--- config.mk ---
export PLATFORM = sky130hd
export DESIGN_NAME = cfg_chain_loader
export DESIGN_NICKNAME = d
export VERILOG_FILES = /design/src/rtl/cfg_chain_pkg.sv /design/src/rtl/cfg_mode_ctl.sv /design/src/rtl/cfg_shift_chain.sv /design/src/rtl/cfg_ctl_hold.sv /design/src/rtl/cfg_field_decode.sv /design/src/rtl/cfg_chain_loader.sv
export SDC_FILE = /design/constraint.sdc
export NUM_CORES = 1
export LEC_CHECK = 0
export BUFFER_PORTS_ARGS = -buffer_cell sky130_fd_sc_hd__clkbuf_2
export CAP_MARGIN = 5
export CORE_MARGIN = 8
export CORE_UTILIZATION = 55
export CTS_CLUSTER_SIZE = 25
export DETAILED_ROUTE_END_ITERATION = 16
export GPL_ROUTABILITY_DRIVEN = 0
export GPL_TIMING_DRIVEN = 0
export PLACE_DENSITY = 0.79
export SYNTH_ARGS = -nofsm -noshare
export SYNTH_HDL_FRONTEND = slang
export SYNTH_SLANG_ARGS = --single-unit
--- constraint.sdc ---
create_clock -name clk_i -period 1.5 [get_ports clk_i]
set_input_delay 0 -clock clk_i [delete_from_list [all_inputs] [get_ports clk_i]]
set_output_delay 0 -clock clk_i [all_outputs]
set_load 0.05 [all_outputs]
--- src/rtl/cfg_chain_pkg.sv ---
`timescale 1ns/1ps
package cfg_chain_pkg;
  localparam int MASK_W  = 128;
  localparam int FE_W    = 15;
  localparam int BE_W    = 40;
  localparam int CTL_W   = FE_W + BE_W;
  localparam int CHAIN_W = MASK_W + CTL_W;

  // offsets inside the control section (index 0 = stream bit MASK_W+1)
  localparam int CAL_OFS  = 0;
  localparam int PSEL_OFS = 1;
  localparam int BW_OFS   = 2;
  localparam int BW_W     = 6;
  localparam int DLY_OFS  = 8;
  localparam int DLY_W    = 6;
  localparam int POL_OFS  = 14;
  localparam int ID_OFS   = FE_W;
  localparam int ID_W     = 7;
  localparam int LAST_OFS = 26;
  localparam int RNB_OFS  = 27;
  localparam int RALL_OFS = 28;
  localparam int RUD_OFS  = 29;
  localparam int CUD_OFS  = 30;
  localparam int RCAP_OFS = 31;
  localparam int THR_OFS  = 39;
  localparam int CMOD_OFS = 47;
  localparam int BYTE_W   = 8;

  typedef struct packed {
    logic              cal_dir;
    logic              pipe_sel;
    logic [BW_W-1:0]   bandwidth;
    logic [DLY_W-1:0]  pipe_delay;
    logic              pipe_pol;
    logic [ID_W-1:0]   chip_id;
    logic              last_chip;
    logic              read_nbr;
    logic              read_all;
    logic              ramp_dir;
    logic              comp_dir;
    logic [BYTE_W-1:0] ramp_cap;
    logic [BYTE_W-1:0] threshold;
    logic [BYTE_W-1:0] cnt_mod;
  } cfg_fields_t;
endpackage

--- src/rtl/cfg_mode_ctl.sv ---
`timescale 1ns/1ps
module cfg_mode_ctl (
  input  logic clk_i,
  input  logic rst_ni,
  input  logic mode_chg_i,
  input  logic mode_init_i,
  input  logic strobe_i,
  output logic init_o,
  output logic latch_o,
  output logic ptr_rst_o
);
  logic strb_q;

  always_ff @(posedge clk_i or negedge rst_ni) begin
    if (!rst_ni) begin
      init_o    <= 1'b0;
      strb_q    <= 1'b0;
      ptr_rst_o <= 1'b0;
    end else begin
      if (mode_chg_i) init_o <= mode_init_i;
      strb_q    <= strobe_i;
      ptr_rst_o <= latch_o;
    end
  end

  // rising strobe edge, honoured only in init mode
  assign latch_o = strobe_i & ~strb_q & init_o;

  p_mode_latch_r2: assert property (@(posedge clk_i) disable iff (!rst_ni)
    mode_chg_i |=> init_o == $past(mode_init_i));
  p_mode_keep_r2: assert property (@(posedge clk_i) disable iff (!rst_ni)
    !mode_chg_i |=> $stable(init_o));
  p_ptr_pulse_r7: assert property (@(posedge clk_i) disable iff (!rst_ni)
    (strobe_i && !strb_q && init_o) |=> ptr_rst_o);
  p_ptr_once_r10: assert property (@(posedge clk_i) disable iff (!rst_ni)
    ptr_rst_o |=> !ptr_rst_o);
endmodule

--- src/rtl/cfg_shift_chain.sv ---
`timescale 1ns/1ps
module cfg_shift_chain #(
  parameter int W = 183
) (
  input  logic         clk_i,
  input  logic         rst_ni,
  input  logic         en_i,
  input  logic         din_i,
  output logic [W-1:0] chain_o
);
  always_ff @(posedge clk_i or negedge rst_ni) begin
    if (!rst_ni)   chain_o <= '0;
    else if (en_i) chain_o <= {chain_o[W-2:0], din_i};
  end

  p_shift_in_r3: assert property (@(posedge clk_i) disable iff (!rst_ni)
    en_i |=> chain_o[0] == $past(din_i));
  p_shift_move_r3: assert property (@(posedge clk_i) disable iff (!rst_ni)
    en_i |=> chain_o[W-1] == $past(chain_o[W-2]));
endmodule

--- src/rtl/cfg_ctl_hold.sv ---
`timescale 1ns/1ps
module cfg_ctl_hold #(
  parameter int W = 55
) (
  input  logic         clk_i,
  input  logic         rst_ni,
  input  logic         load_i,
  input  logic [W-1:0] src_i,
  output logic [0:W-1] ctl_o
);
  logic [0:W-1] remap;

  // ctl_o[i] holds the i-th control bit in stream order
  for (genvar i = 0; i < W; i++) begin : g_remap
    assign remap[i] = src_i[W-1-i];
  end

  always_ff @(posedge clk_i or negedge rst_ni) begin
    if (!rst_ni)     ctl_o <= '0;
    else if (load_i) ctl_o <= remap;
  end

  p_hold_stable_r6: assert property (@(posedge clk_i) disable iff (!rst_ni)
    !load_i |=> $stable(ctl_o));
endmodule

--- src/rtl/cfg_field_decode.sv ---
`timescale 1ns/1ps
module cfg_field_decode
  import cfg_chain_pkg::*;
(
  input  logic [0:CTL_W-1] ctl_i,
  output cfg_fields_t      fld_o
);
  always_comb begin
    fld_o           = '0;
    fld_o.cal_dir   = ctl_i[CAL_OFS];
    fld_o.pipe_sel  = ctl_i[PSEL_OFS];
    fld_o.pipe_pol  = ctl_i[POL_OFS];
    fld_o.last_chip = ctl_i[LAST_OFS];
    fld_o.read_nbr  = ctl_i[RNB_OFS];
    fld_o.read_all  = ctl_i[RALL_OFS];
    fld_o.ramp_dir  = ctl_i[RUD_OFS];
    fld_o.comp_dir  = ctl_i[CUD_OFS];
    for (int j = 0; j < BW_W; j++)  fld_o.bandwidth[j]  = ctl_i[BW_OFS+j];
    for (int j = 0; j < DLY_W; j++) fld_o.pipe_delay[j] = ctl_i[DLY_OFS+j];
    for (int j = 0; j < ID_W; j++)  fld_o.chip_id[j]    = ctl_i[ID_OFS+j];
    for (int j = 0; j < BYTE_W; j++) begin
      fld_o.threshold[j]          = ctl_i[THR_OFS+j];
      fld_o.ramp_cap[BYTE_W-1-j]  = ctl_i[RCAP_OFS+j];
      fld_o.cnt_mod[BYTE_W-1-j]   = ctl_i[CMOD_OFS+j];
    end
  end
endmodule

--- src/rtl/cfg_chain_loader.sv ---
`timescale 1ns/1ps
module cfg_chain_loader
  import cfg_chain_pkg::*;
(
  input  logic              clk_i,
  input  logic              rst_ni,
  input  logic              mode_chg_i,
  input  logic              mode_init_i,
  input  logic              shift_en_i,
  input  logic              ser_i,
  input  logic              strobe_i,
  output logic              ser_o,
  output logic [MASK_W-1:0] chan_mask_o,
  output logic              cal_dir_o,
  output logic              pipe_sel_o,
  output logic [BW_W-1:0]   bandwidth_o,
  output logic [DLY_W-1:0]  pipe_delay_o,
  output logic              pipe_pol_o,
  output logic [ID_W-1:0]   chip_id_o,
  output logic              last_chip_o,
  output logic              read_nbr_o,
  output logic              read_all_o,
  output logic              ramp_dir_o,
  output logic              comp_dir_o,
  output logic [BYTE_W-1:0] ramp_cap_o,
  output logic [BYTE_W-1:0] threshold_o,
  output logic [BYTE_W-1:0] cnt_mod_o,
  output logic              ptr_rst_o,
  output logic              init_mode_o
);
  logic               init_q;
  logic               latch;
  logic [CHAIN_W-1:0] chain;
  logic [0:CTL_W-1]   ctl;
  cfg_fields_t        fld;

  cfg_mode_ctl u_mode (
    .clk_i, .rst_ni, .mode_chg_i, .mode_init_i, .strobe_i,
    .init_o(init_q), .latch_o(latch), .ptr_rst_o
  );

  cfg_shift_chain #(.W(CHAIN_W)) u_chain (
    .clk_i, .rst_ni, .en_i(shift_en_i & init_q), .din_i(ser_i), .chain_o(chain)
  );

  cfg_ctl_hold #(.W(CTL_W)) u_hold (
    .clk_i, .rst_ni, .load_i(latch), .src_i(chain[CTL_W-1:0]), .ctl_o(ctl)
  );

  cfg_field_decode u_dec (.ctl_i(ctl), .fld_o(fld));

  // first bit shifted sits at the far end of the chain
  for (genvar j = 0; j < MASK_W; j++) begin : g_mask
    assign chan_mask_o[j] = chain[CHAIN_W-1-j];
  end

  assign ser_o        = init_q & chain[CHAIN_W-1];
  assign init_mode_o  = init_q;
  assign cal_dir_o    = fld.cal_dir;
  assign pipe_sel_o   = fld.pipe_sel;
  assign bandwidth_o  = fld.bandwidth;
  assign pipe_delay_o = fld.pipe_delay;
  assign pipe_pol_o   = fld.pipe_pol;
  assign chip_id_o    = fld.chip_id;
  assign last_chip_o  = fld.last_chip;
  assign read_nbr_o   = fld.read_nbr;
  assign read_all_o   = fld.read_all;
  assign ramp_dir_o   = fld.ramp_dir;
  assign comp_dir_o   = fld.comp_dir;
  assign ramp_cap_o   = fld.ramp_cap;
  assign threshold_o  = fld.threshold;
  assign cnt_mod_o    = fld.cnt_mod;

  p_idle_chain_r3: assert property (@(posedge clk_i) disable iff (!rst_ni)
    !init_q |=> $stable(chain));
  p_no_ptr_idle_r7: assert property (@(posedge clk_i) disable iff (!rst_ni)
    !init_q |=> !ptr_rst_o);
  p_fields_follow_r6: assert property (@(posedge clk_i) disable iff (!rst_ni)
    !ptr_rst_o |-> $stable(ctl));
endmodule

### Yosys cells after proc, flatten, opt, wreduce, memory -nomap -nowiden

Cells that the tools add are included.

* output and inout port bits: 182
* logic and storage cells: 10
* bits of input ports: 7
* register bits: 241

* bitwise operators: 5

Operator list (number)
* $and A1 B1 Y1: 4
* $not A1 Y1: 1

### Depth between registers and ports, before layout

Gate-level depths: netlist of run 1.

* depth after elaboration: 3
* mapped depth: 4
* gate-level depth less buffers: 2

### Modules after synthesis

A second synthesis of run 1 with hierarchy kept.

* cells, all modules: 560
* area, all modules: 9648.0 um2

Modules (own cells, without submodules)
* cfg_shift_chain: cells an instance 386, seq. area each 4579.4 um2, area an instance 6859.1 um2, instances 1
* cfg_ctl_hold: cells an instance 116, seq. area each 1376.3 um2, area an instance 2294.7 um2, instances 1
* cfg_field_decode: cells an instance 51, seq. area each 0.0 um2, area an instance 382.9 um2, instances 1
* cfg_mode_ctl: cells an instance 5, seq. area each 75.1 um2, area an instance 98.8 um2, instances 1
* cfg_chain_loader: cells an instance 2, seq. area each 0.0 um2, area an instance 12.5 um2, instances 1

### Least setup slack after synthesis of run 1

No wires, ideal clock.

* path kind: reg2reg
* from: register u_mode.init_o
* to: register u_chain.chain_o[100]
* required time: 1.375 ns
* buffers on the path: 2
* library setup time: 0.125 ns
* period minus slack after synthesis: 1.557 ns
* setup slack: -0.057 ns
* data arrival time: 1.432 ns
* cell stages (with the launch flop): 5
* cell sequence: dfrtp_1 -> nand2_1 -> buf_6 -> buf_6 -> mux2_2

* cells in the longest elaborated chain, start to end: 1

RTL lines
* start: declaration: line cfg_mode_ctl.sv:8 `output logic init_o,`
* start signal: assignment: line cfg_mode_ctl.sv:20 `if (mode_chg_i) init_o <= mode_init_i;`
* $and A1 B1 Y1: line cfg_chain_loader.sv:43 `.clk_i, .rst_ni, .en_i(shift_en_i & init_q), .din_i(ser_i), .chain_o(chain)`
* end signal: assignment: line cfg_shift_chain.sv:13 `else if (en_i) chain_o <= {chain_o[W-2:0], din_i};`
* end: declaration: line cfg_shift_chain.sv:9 `output logic [W-1:0] chain_o`

No other way between the ends.
A chain may end at the register's enable or synchronous reset.

### Worst setup path in the final report of run 1

* from: register u_mode.init_o
* to: register u_chain.chain_o[35]

Same word-level chain as after synthesis.

==> tab_implementation.tex, run 1 <==
\begin{tabular}{lr}
\hline
Metric & Value \\
\hline
\multicolumn{2}{l}{\textbf{Outcome}} \\
Outcome & finished, final reports clean \\
\multicolumn{2}{l}{\textbf{Cells and area}} \\
Share of final-layout standard cells stronger than drive strength 1 & 71.54\% \\
Design Area, Final & 12,050 sq um \\
\# diodes & 0 \\
Most frequent standard cell in the layout excluding fill and tap cells & dfrtp\_1 \\
Commonest cells after routing, fill and taps aside & dfrtp\_1 (236), mux2\_2 (235), clkbuf\_2 (187) \\
Layout-stage area growth over the synthesis result & 22.43\% \\
Number of nets in the layout & 857 \\
Final Core Density & between 60 and 70\% \\
\multicolumn{2}{l}{\textbf{Synth}} \\
Synthesis-stage register bit count & 237 \\
Post-synthesis cell type count & 9 \\
Avg Synthesized Cell Area & 15.64 sq um \\
Leading cell types by total area after synthesis & dfrtp\_1 (60\%), mux2\_2 (27\%), buf\_4 (9.8\%), buf\_6 (2.7\%), nand3b\_2 (0.11\%) \\
Count of mapped cells out of synthesis & 629 \\
Netlist Area Pre-Place & 9838 sq um \\
Library cell occupying the most area in the post-synthesis netlist & dfrtp\_1 \\
Syn\_nets & roughly 640 \\
Synthesis Warnings & 0 \\
Portion of the post-synthesis area used by sequential elements & 60.28\% \\
Synth top area share & 60.28\% \\
\multicolumn{2}{l}{\textbf{Global routing}} \\
Global route total overflow & 0 \\
Global-route wire length before repair & 30,790 microns \\
Via count of the first global-routing pass & around 6,000 \\
Combined global-route utilization of all metal layers & 16.80\% \\
Pin count of the biggest net entering global routing & 125 \\
Met2 track demand over resource & 29.50\% \\
Met1 demand-to-capacity share in global routing & 19.71\% \\
Met3 track utilization from global routing & around 4.7\% \\
Routing layer with the top usage in global route & met2 \\
Number of antenna violations at the first check in global routing & 0 \\
\multicolumn{2}{l}{\textbf{Detailed routing}} \\
First drt pass iteration count & 4 \\
Count of unresolved DRC violations after routing & 0 \\
Routed wire length & approximately 18,000 microns \\
Number of nets with antenna violations after detailed routing & 0 \\
Starting DRT DRC Count & approximately 140 \\
Vias after detailed routing & around 5,300 \\
Mean routed wirelength per cell & 16.75 microns \\
Vias per cell & approximately 4.8 \\
\multicolumn{2}{l}{\textbf{CTS}} \\
TritonCTS clock tree & built \\
Number of clock buffers inserted by TritonCTS & 25 \\
Root cell of the clock tree & clkbuf\_16 \\
Max clock buf depth & 3 \\
H-Tree Level Count & 1 \\
Clock-pin transition on the worst setup and hold timing paths & 60 ps \\
Number of clock sinks & 237 \\
Clock insertion delay at the later pin of the skew report & roughly 500 ps \\
\multicolumn{2}{l}{\textbf{Worst setup path}} \\
Worst setup path class & reg -> reg \\
Critical-path top delay cell & dfrtp\_2 \\
Delay contributed by the slowest stage of the critical path & 470 ps \\
Critical path required time & $\sim$1900 ps \\
Max Fanout on Critical Path & 10 \\
Critical path endpoint category & register \\
Sum of buffers and inverters on the critical path & 2 \\
Crit path max-delay family & flip-flops \\
Element type at the critical path start & register \\
Arrival time of the worst setup path & 1820 ps \\
Cell chain of the critical path & nand2\_2, buf\_8, buf\_6, mux2\_2 \\
\multicolumn{2}{l}{\textbf{Power and ir drop}} \\
Combinational fraction of design power & 11.9\% \\
Clock Power Share & 42.1\% \\
Int Power & 11.49 mW \\
Worst ir drop on vdd & about 1100 uV \\
Portion of total power attributed to sequential cells & 45.9\% \\
Net switching power & 3.860 mW \\
Fraction of power spent switching nets & 25.15\% \\
Power per Cell Area & 1274 nW/um\^{}2 \\
Pleak & 6.785 nW \\
\multicolumn{2}{l}{\textbf{Die}} \\
DIE AREA & 22,420 sq um \\
Initial Util & 55.33\% \\
\# rows & just under 50 \\
Area of the core & 17,780 sq um \\
Overall die height & 149.7 microns \\
X dimension of the die & approximately 150 microns \\
I/O pins & 189 \\
\multicolumn{2}{l}{\textbf{Place}} \\
Post-detail-place hpwl & 12,940 microns \\
Placed cell areas & 11,100 sq um \\
Port bufs & 188 \\
\multicolumn{2}{l}{\textbf{STA}} \\
Slew at the pin closest to its max-slew limit & 809.9 ps \\
Final TNS setup & 0 ps \\
Worst slew margin & 46.01\% \\
Final Skew & 5.758 ps \\
Count of final max-slew check failures & 0 \\
Post-route fraction of the period consumed by the critical path & 96.22\% \\
Minimum clock period & roughly 1400 ps \\
Number of setup violations in the final report & 0 \\
Count of final hold-check violations & 0 \\
Unrepaired setup endpoints after global routing & false \\
Highest attainable clock frequency & 0.6928 GHz \\
\multicolumn{2}{l}{\textbf{Min path}} \\
Worst hold-check path type & in -> reg \\
\multicolumn{2}{l}{\textbf{Flow run}} \\
Max-cap check violation count & 0 \\
\hline
\end{tabular}
-- metrics by stage --
| stage | total power [mW] | cells | hold WS (ps) | setup WS [ps] |
|---|---|---|---|---|
| 2_1_floorplan | 8.450 | 629 | -295.6 | 72.78 |
| 3_3_place_gp | 8.927 | 1046 | 144.9 | -4303 |
| 3_5_place_dp | 9.006 | 1047 | 150.6 | 3.565 |
| 4_1_cts | 15.57 | 1097 | 101.1 | 0.1452 |
| 5_1_grt | 15.98 | 1097 | 81.16 | 9.604 |
| 6_report | 15.35 | 1097 | 77.80 | 56.67 |
-- power by group through the flow --
stage / combinational (mW) / sequential (mW) / clock (mW)
2_1_floorplan: 0.693 / 7.76 / 0
3_3_place_gp: 1.78 / 7.14 / 0
3_5_place_dp: 1.84 / 7.16 / 0
4_1_cts: 1.87 / 7.06 / 6.64
5_1_grt: 1.95 / 7.10 / 6.93
6_report: 1.83 / 7.05 / 6.46
-- metal layers --
metal / routed length [microns] / vias to the layer above
li1: - / 2470
met4: 401 / 0
met5: 0 / -
met3: 1306 / 31
met2: 9539 / 124
met1: 7125 / 2678
-- worst min-delay path, cell delays in order --
cell and delay, ps:
clkbuf_2 90, nand2_2 100, buf_6 180, mux2_2 170
-- state kept, by name, indices dropped and copies added, names as in the netlist --
name              cells
u_chain.chain_o     183
u_hold.ctl_o         51
u_mode.init_o         1
u_mode.ptr_rst_o      1
u_mode.strb_q         1
-- final cells by class --
class                   instances  area, sq um
clock inverters                10        161.4
flip-flops and latches        237         5932
well taps                     229        286.5
multi-input cells             238         2670
inverters                       1        3.754
plain buffers                 153         1240
clock buffers                  35        723.2
fillers                      1282         5734
repair buffers                194         1028
-- timing repair --
action,CTS,global route
gates resized for setup,1,2
hold endpoints to repair,116,0
buffers inserted,0,0
setup endpoints to repair,5,217
hold buffers,5,0
-- cells by family (layout without fill, tap and decap cells) --
| logic type | after synthesis | after routing | share of synthesized area, % |
|---|---|---|---|
| AND/OR/NAND/NOR | 3 | 3 | 0.2162 |
| multiplexers | 235 | 235 | 26.90 |
| flip-flops | 237 | 237 | 60.28 |
| buffers and inverters | 154 | 393 | 12.60 |
-- cell usage after synthesis --
| cell type | instances |
|---|---|
| and2_1 | 1 |
| buf_2 | 1 |
| buf_4 | 128 |
| buf_6 | 24 |
| dfrtp_1 | 237 |
| inv_1 | 1 |
| mux2_2 | 235 |
| nand2_1 | 1 |
| nand3b_2 | 1 |
-- final timing paths --
| kind | start | endpoint | slack [ps] | depth (start not counted) |
|---|---|---|---|---|
| max | u_mode.init_o | u_chain.chain_o[35] | 60 | 4 |
| min | shift_en_i | u_chain.chain_o[172] | 80 | 4 |
| max reg2reg | u_mode.init_o | u_chain.chain_o[35] | 60 | 4 |
| min reg2reg | u_hold.ctl_o[9] | u_hold.ctl_o[9] | 510 | 1 |
| max in group asynchronous | rst_ni | u_chain.chain_o[108] | 250 | 3 |
| min in group asynchronous | rst_ni | u_chain.chain_o[11] | 150 | 2 |
(Power assumes the default switching activity.)
==> inputs of run 2 (changes only) <==
Settings changed: CORE_UTILIZATION 55 to 50, PLACE_DENSITY 0.79 to 0.76.
Clock period 1.5 ns to 1.3 ns, I/O delays scaled along.
==> run 2 against run 1 <==
Net effect: the run now ends with setup timing left; cell count increased by 4.4%; die area increased by 8.9%; maximum frequency increased by 1.4%; critical path depth unchanged; clock skew increased by 3.5 ps; count of clock-buffer cells in the layout decreased by 2; first-iteration DRC count increased by 24%; clock power increased by 3.6%; highest routed layer unchanged.
==> tab_implementation.tex, run 2 (synthesis gave the netlist of run 1 again) <==
\begin{tabular}{lr}
\hline
Metric & Value \\
\hline
\multicolumn{2}{l}{\textbf{Worst setup path}} \\
Startpoint of the worst register-to-register path & u\_mode.init\_o \\
Critical-path top delay cell & dfrtp\_2 \\
Sum of buffers and inverters on the critical path & 2 (unchanged) \\
Element type at the critical path start & register \\
Count of cells along the worst register-to-register path & 4 (unchanged) \\
Critical path required time & 1690 ps (-190 ps) \\
Delay contributed by the slowest stage of the critical path & 480 ps (about the same) \\
Worst setup path class & reg -> reg \\
Arrival time of the worst setup path & 1810 ps (about the same) \\
Max Fanout on Critical Path & 10 (unchanged) \\
Slack of the worst reg-to-reg path & -120 ps (-180 ps) \\
Crit path max-delay family & flip-flops \\
Critical path endpoint category & register \\
Cell chain of the critical path & nand2\_4, buf\_12, buf\_6, mux2\_2 \\
Reg-to-reg critical path endpoint & u\_chain.chain\_o[26] \\
\multicolumn{2}{l}{\textbf{Power and ir drop}} \\
Pleak & 7.290 nW (+7.4\%) \\
Power per Cell Area & 1346 nW/um\^{}2 (+5.6\%) \\
Worst ir drop on vdd & 1109 uV (+2.5\%) \\
PnR Total Power & 17.18 mW (+12\%) \\
\multicolumn{2}{l}{\textbf{STA}} \\
Highest attainable clock frequency & 0.7025 GHz (+1.4\%) \\
Final Skew & 9.223 ps (+3.465 ps) \\
Final hold slack & 50.57 ps (-27.23 ps) \\
Post-route worst setup slack & -123.6 ps (-180.2 ps) \\
Count of final hold-check violations & 0 (unchanged) \\
Number of setup violations in the final report & 233 (+233) \\
Minimum clock period & 1424 ps (-19.76 ps) \\
Worst slew margin & 60.03\% (+14 points) \\
Post-route fraction of the period consumed by the critical path & 109.5\% (+13 points) \\
Slew at the pin closest to its max-slew limit & 599.6 ps (-210.3 ps) \\
Unrepaired setup endpoints after global routing & true \\
Count of final max-slew check failures & 0 (unchanged) \\
\multicolumn{2}{l}{\textbf{Cells and area}} \\
Layout-stage area growth over the synthesis result & 29.75\% \\
Number of nets in the layout & 870 (+1.5\%) \\
Most frequent standard cell in the layout excluding fill and tap cells & dfrtp\_1 \\
Largest reg by FF count & u\_chain.chain\_o \\
Final Core Density & 65.80\% (-1.9 points) \\
\# diodes & 0 (unchanged) \\
Share of final-layout standard cells stronger than drive strength 1 & 71.82\% (+0.27 points) \\
Flip-flop count of the largest register, all copies and words added & 183 (unchanged) \\
Largest registers & u\_chain.chain\_o (183), u\_hold.ctl\_o (51) \\
Commonest cells after routing, fill and taps aside & dfrtp\_1 (236), mux2\_2 (148), buf\_4 (133) \\
Post-layout instance count excluding filler cells & 1,145 (+4.4\%) \\
Design Area, Final & 12,760 sq um (+6.0\%) \\
\multicolumn{2}{l}{\textbf{Place}} \\
Placed cell areas & 11,220 sq um (+1.1\%) \\
Post-detail-place hpwl & 12,520 microns (-3.2\%) \\
Port bufs & 188 (unchanged) \\
Cells after DPL & 1,084 (+3.5\%) \\
\multicolumn{2}{l}{\textbf{Die}} \\
Initial Util & 50.72\% (-4.6 points) \\
DIE AREA & 24,420 sq um (+8.9\%) \\
Area of the core & 19,400 sq um (+9.1\%) \\
X dimension of the die & 156.3 microns (+4.4\%) \\
\# rows & 51 (+4.1\%) \\
I/O pins & 189 (unchanged) \\
Overall die height & 156.3 microns (+4.4\%) \\
\multicolumn{2}{l}{\textbf{Flow run}} \\
Max-cap check violation count & 0 (unchanged) \\
\multicolumn{2}{l}{\textbf{Detailed routing}} \\
First drt pass iteration count & 4 (unchanged) \\
Routed wire length & 19,240 microns (+4.7\%) \\
Vias after detailed routing & 5,385 (+1.5\%) \\
Count of unresolved DRC violations after routing & 0 (unchanged) \\
Mean routed wirelength per cell & 16.81 microns (+0.34\%) \\
Starting DRT DRC Count & 169 (+24\%) \\
Number of nets with antenna violations after detailed routing & 0 (unchanged) \\
Vias per cell & 4.703 (-2.7\%) \\
\multicolumn{2}{l}{\textbf{Global routing}} \\
Global-route wire length before repair & 29,680 microns (-3.6\%) \\
Number of antenna violations at the first check in global routing & 0 (unchanged) \\
Via count of the first global-routing pass & 5,767 (-3.6\%) \\
Met2 track demand over resource & 24.79\% (-4.7 points) \\
Pin count of the biggest net entering global routing & 104 (-17\%) \\
Routing layer with the top usage in global route & met2 \\
Met3 track utilization from global routing & 4.357\% (-0.30 points) \\
Met1 demand-to-capacity share in global routing & 18.73\% (-0.98 points) \\
Global route total overflow & 0 (unchanged) \\
Combined global-route utilization of all metal layers & 14.76\% (-2.0 points) \\
\multicolumn{2}{l}{\textbf{CTS}} \\
Clock-pin transition on the worst setup and hold timing paths & 60 ps (about the same) \\
H-Tree Level Count & 1 (unchanged) \\
Max clock buf depth & 3 (unchanged) \\
Clock insertion delay at the later pin of the skew report & 510 ps (about the same) \\
Number of clock buffers inserted by TritonCTS & 25 (unchanged) \\
Number of clock sinks & 237 (unchanged) \\
Root cell of the clock tree & clkbuf\_16 \\
TritonCTS clock tree & built \\
\multicolumn{2}{l}{\textbf{Outcome}} \\
Outcome & finished with violations \\
Violations in the final reports & setup timing \\
\multicolumn{2}{l}{\textbf{Min path}} \\
Worst hold-check path type & in -> async \\
\hline
\end{tabular}
-- run 2: changes by cell type in the layout (fill, tap and decap cells not counted), sizes merged --
cell and change:
buf +68, clkbuf -58, clkinv +5, bufinv -3
clkinvlp -2, bufbuf +1, inv +1
-- run 2: layout make-up --
| class | count | area (sq um) |
|---|---|---|
| Buffer | 152 | 1349 |
| Multi-Input combinational cell | 238 | 3010 |
| Sequential cell | 237 | 5932 |
| Timing Repair Buffer | 208 | 1363 |
| Tap cell | 265 | 331.6 |
| Fill cell | 1429 | 6634 |
| Inverter | 1 | 3.754 |
| Clock buffer | 33 | 685.7 |
| Clock inverter | 11 | 90.09 |
-- run 2: report_power, final --
part | switching [mW] | internal [mW]
Clock | 2.78 | 3.91
Combinational | 1.44 | 0.914
Sequential | 0.302 | 7.83
-- run 2: how the worst max path moves through the flow --
stage	to	from	slack [ps]	depth (start not counted)
after global routing	u_chain.chain_o[26]	u_mode.init_o	-170	4
after detailed placement	u_chain.chain_o[22]	u_mode.init_o	-140	4
final	u_chain.chain_o[26]	u_mode.init_o	-120	4
after global placement	u_mode.init_o	rst_ni	-4980	1
after floorplan	u_chain.chain_o[100]	u_mode.init_o	-90	4
after CTS	u_chain.chain_o[80]	u_mode.init_o	-110	4
-- run 2: timing repair --
item,in CTS,in global routing
buffers inserted,5,3
hold buffers,5,0
pin swaps,1,0
endpoints found under the hold margin,103,0
cloned,1,4
endpoints found under the setup margin,235,301
resized for setup,49,158
-- run 2: metrics by stage --
step | setup WS, ps | TNS (ps)
floorplan | -88.96 | -17900
global placement | -4984 | -1085690
detailed placement | -140.8 | -22770
CTS | -105.9 | -16130
global route | -172.8 | -26140
finish | -123.6 | -15280
-- run 2: metal layers --
metal / up-vias / share of wire [%]
met5: - / 0
met4: 0 / 1.3
met3: 22 / 7.4
met2: 130 / 49
met1: 2729 / 43
li1: 2504 / -
==> inputs of run 3 (changes only) <==
Settings changed: CELL_PAD_IN_SITES_DETAIL_PLACEMENT set to 0, CELL_PAD_IN_SITES_GLOBAL_PLACEMENT set to 1, CORE_UTILIZATION 50 to 41, PLACE_DENSITY 0.76 to 0.75.
==> run 3 against run 2 <==
Net effect: the run still ends with setup timing left; cell count grew 5.2%; worst hold slack lost 7.6 ps; largest power group unchanged; total power grew 6.0%; via count shrank 0.17%; largest cell class unchanged; critical path type unchanged; core utilization shrank 10 points; flip-flop and latch count is the same.
==> tab_implementation.tex, run 3 (synthesis gave the netlist of run 1 again) <==
\begin{tabular}{lr}
\hline
Metric & Value \\
\hline
\multicolumn{2}{l}{\textbf{Outcome}} \\
Outcome & finished with violations \\
Violations in the final reports & setup timing \\
\multicolumn{2}{l}{\textbf{STA}} \\
Highest attainable clock frequency & 0.7045 GHz (+0.30\%) \\
Slew at the pin closest to its max-slew limit & 593.2 ps (-6.418 ps) \\
Minimum clock period & 1419 ps (-4.193 ps) \\
Final Skew & 9.301 ps (+0.07744 ps) \\
Number of setup violations in the final report & 232 (-0.43\%) \\
Unrepaired setup endpoints after global routing & true \\
Post-route worst setup slack & -119.4 ps (+4.193 ps) \\
Final TNS setup & -16,410 ps (-1130 ps) \\
Worst slew margin & 60.46\% (+0.43 points) \\
Count of final hold-check violations & 0 (unchanged) \\
Count of final max-slew check failures & 0 (unchanged) \\
Post-route fraction of the period consumed by the critical path & 109.2\% (-0.32 points) \\
\multicolumn{2}{l}{\textbf{CTS}} \\
Clock insertion delay at the later pin of the skew report & 520 ps (about the same) \\
H-Tree Level Count & 1 (unchanged) \\
Root cell of the clock tree & clkbuf\_16 \\
Number of clock sinks & 237 (unchanged) \\
Max clock buf depth & 3 (unchanged) \\
Number of clock buffers inserted by TritonCTS & 26 (+4.0\%) \\
Clock-pin transition on the worst setup and hold timing paths & 60 ps (about the same) \\
TritonCTS clock tree & built \\
\multicolumn{2}{l}{\textbf{Detailed routing}} \\
Vias per cell & 4.461 (-5.1\%) \\
Starting DRT DRC Count & 214 (+27\%) \\
Mean routed wirelength per cell & 15.55 microns (-7.5\%) \\
First drt pass iteration count & 4 (unchanged) \\
Count of unresolved DRC violations after routing & 0 (unchanged) \\
Routed wire length & 18,740 microns (-2.6\%) \\
Vias after detailed routing & 5,376 (-0.17\%) \\
Number of nets with antenna violations after detailed routing & 0 (unchanged) \\
\multicolumn{2}{l}{\textbf{Die}} \\
I/O pins & 189 (unchanged) \\
Area of the core & 23,540 sq um (+21\%) \\
\# rows & 56 (+9.8\%) \\
X dimension of the die & 170.9 microns (+9.4\%) \\
Overall die height & 170.9 microns (+9.4\%) \\
DIE AREA & 29,210 sq um (+20\%) \\
Initial Util & 41.79\% (-8.9 points) \\
\multicolumn{2}{l}{\textbf{Worst setup path}} \\
Element type at the critical path start & register \\
Startpoint of the worst register-to-register path & u\_mode.init\_o \\
Critical path endpoint & u\_chain.chain\_o[72] \\
Count of cells along the worst register-to-register path & 4 (unchanged) \\
Start point of the critical path & u\_mode.init\_o \\
Critical path endpoint category & register \\
Max Fanout on Critical Path & 10 (unchanged) \\
Worst setup path class & reg -> reg \\
Critical path required time & 1700 ps (about the same) \\
Arrival time of the worst setup path & 1820 ps (about the same) \\
Slack of the worst reg-to-reg path & -120 ps (about the same) \\
Reg-to-reg critical path endpoint & u\_chain.chain\_o[72] \\
\multicolumn{2}{l}{\textbf{Min path}} \\
Start point of the worst hold path & shift\_en\_i \\
Worst hold-check path type & in -> reg \\
\multicolumn{2}{l}{\textbf{Cells and area}} \\
Sequential cell area in the final layout & 5932 sq um (unchanged) \\
Layout-stage area growth over the synthesis result & 32.74\% \\
Flip-flop count of the largest register, all copies and words added & 183 (unchanged) \\
Design Area, Final & 13,060 sq um (+2.3\%) \\
Largest reg by FF count & u\_chain.chain\_o \\
\# diodes & 0 (unchanged) \\
Most frequent standard cell in the layout excluding fill and tap cells & dfrtp\_1 \\
Share of final-layout standard cells stronger than drive strength 1 & 72.01\% (+0.19 points) \\
Number of fill cells & 2,012 (+41\%) \\
Area taken by multi-input logic gates & 2841 sq um (-5.6\%) \\
Number of nets in the layout & 873 (+0.34\%) \\
Commonest cells after routing, fill and taps aside & dfrtp\_1 (236), mux2\_2 (193), buf\_4 (188) \\
Largest registers & u\_chain.chain\_o (183), u\_hold.ctl\_o (51) \\
\multicolumn{2}{l}{\textbf{Global routing}} \\
Combined global-route utilization of all metal layers & 12.66\% (-2.1 points) \\
Global-route wire length before repair & 30,500 microns (+2.7\%) \\
Via count of the first global-routing pass & 5,690 (-1.3\%) \\
Number of antenna violations at the first check in global routing & 0 (unchanged) \\
Pin count of the biggest net entering global routing & 108 (+3.8\%) \\
Global route total overflow & 0 (unchanged) \\
\multicolumn{2}{l}{\textbf{Place}} \\
Post-detail-place hpwl & 12,710 microns (+1.6\%) \\
Placed cell areas & 11,290 sq um (+0.60\%) \\
Port bufs & 188 (unchanged) \\
\multicolumn{2}{l}{\textbf{Power and ir drop}} \\
Worst ir drop on vdd & 946.4 uV (-15\%) \\
Power per Cell Area & 1394 nW/um\^{}2 (+3.6\%) \\
Pleak & 7.238 nW (-0.71\%) \\
\multicolumn{2}{l}{\textbf{Flow run}} \\
Max-cap check violation count & 0 (unchanged) \\
\hline
\end{tabular}
-- run 3: cell types whose count changed in the layout (fill, tap and decap cells not counted), moves of 2 or more --
cell and change:
mux2_2 +45, buf_4 +55, clkbuf_8 +12, bufinv_16 +3, buf_16 +2, buf_12 -2
buf_2 -30, clkbuf_16 -3, mux2_4 -45, clkbuf_4 +18, clkinv_2 -5, buf_8 +7
clkbuf_2 -50
-- run 3: layout make-up --
class	instances	area share (%)
well taps	319	3.056
inverters	1	0.02874
multi-input cells	238	21.76
plain buffers	153	10.56
flip-flops and latches	237	45.42
clock inverters	10	1.313
repair buffers	209	12.00
clock buffers	38	5.864
-- run 3: repair_timing --
item                                    CTS  global route
buffers inserted                          6             5
pin swaps                                 1             1
hold endpoints to repair                133             0
cloned                                    2             1
hold buffers                              5             0
endpoints found under the setup margin  319           327
gates resized for setup                 122           157
-- run 3: layer usage --
layer  track usage, %  share of wire (%)  vias up  wire, microns
met1            16.90                 44     2709           8253
met5                0                  0        -              0
met2            20.05                 47      135           8749
met4            2.722                1.2        0            233
met3            3.964                8.0       20           1498
li1                 -                  -     2512              -
-- run 3: critical path, cell delays in order, from the launching register on --
cell,delay [ps]
dfrtp_2,490
nand2_4,120
buf_12,170
buf_6,160
mux2_2,340
-- run 3: worst min-delay path by stage --
| stage | end | slack [ps] | depth (start not counted) |
|---|---|---|---|
| after detailed placement | u_chain.chain_o[15] | 50 | 1 |
| after floorplan | u_chain.chain_o[0] | -300 | 0 |
| final | u_chain.chain_o[173] | 40 | 4 |
| after CTS | u_chain.chain_o[174] | 9 | 4 |
| after global routing | u_chain.chain_o[173] | 30 | 4 |
| after global placement | u_mode.strb_q | 140 | 1 |
-- run 3: metrics by stage --
stage	hold WS (ps)	utilization (%)	cells	power (mW)	worst slack, ps
2_1_floorplan	-295.6	-	629	9.758	-88.96
3_3_place_gp	140.8	47.69	1136	10.35	-5060
3_5_place_dp	45.51	47.96	1138	10.39	-133.1
4_1_cts	8.936	54.23	1199	18.44	-111.7
5_1_grt	32.46	55.47	1205	19.00	-173.5
6_report	42.98	55.47	1205	18.21	-119.4
-- run 3: where the power goes --
| part | total (mW) | internal, mW | switching, mW |
|---|---|---|---|
| Sequential | 8.12 | 7.83 | 0.285 |
| Combinational | 2.25 | 0.866 | 1.39 |
| Clock | 7.83 | 4.89 | 2.94 |
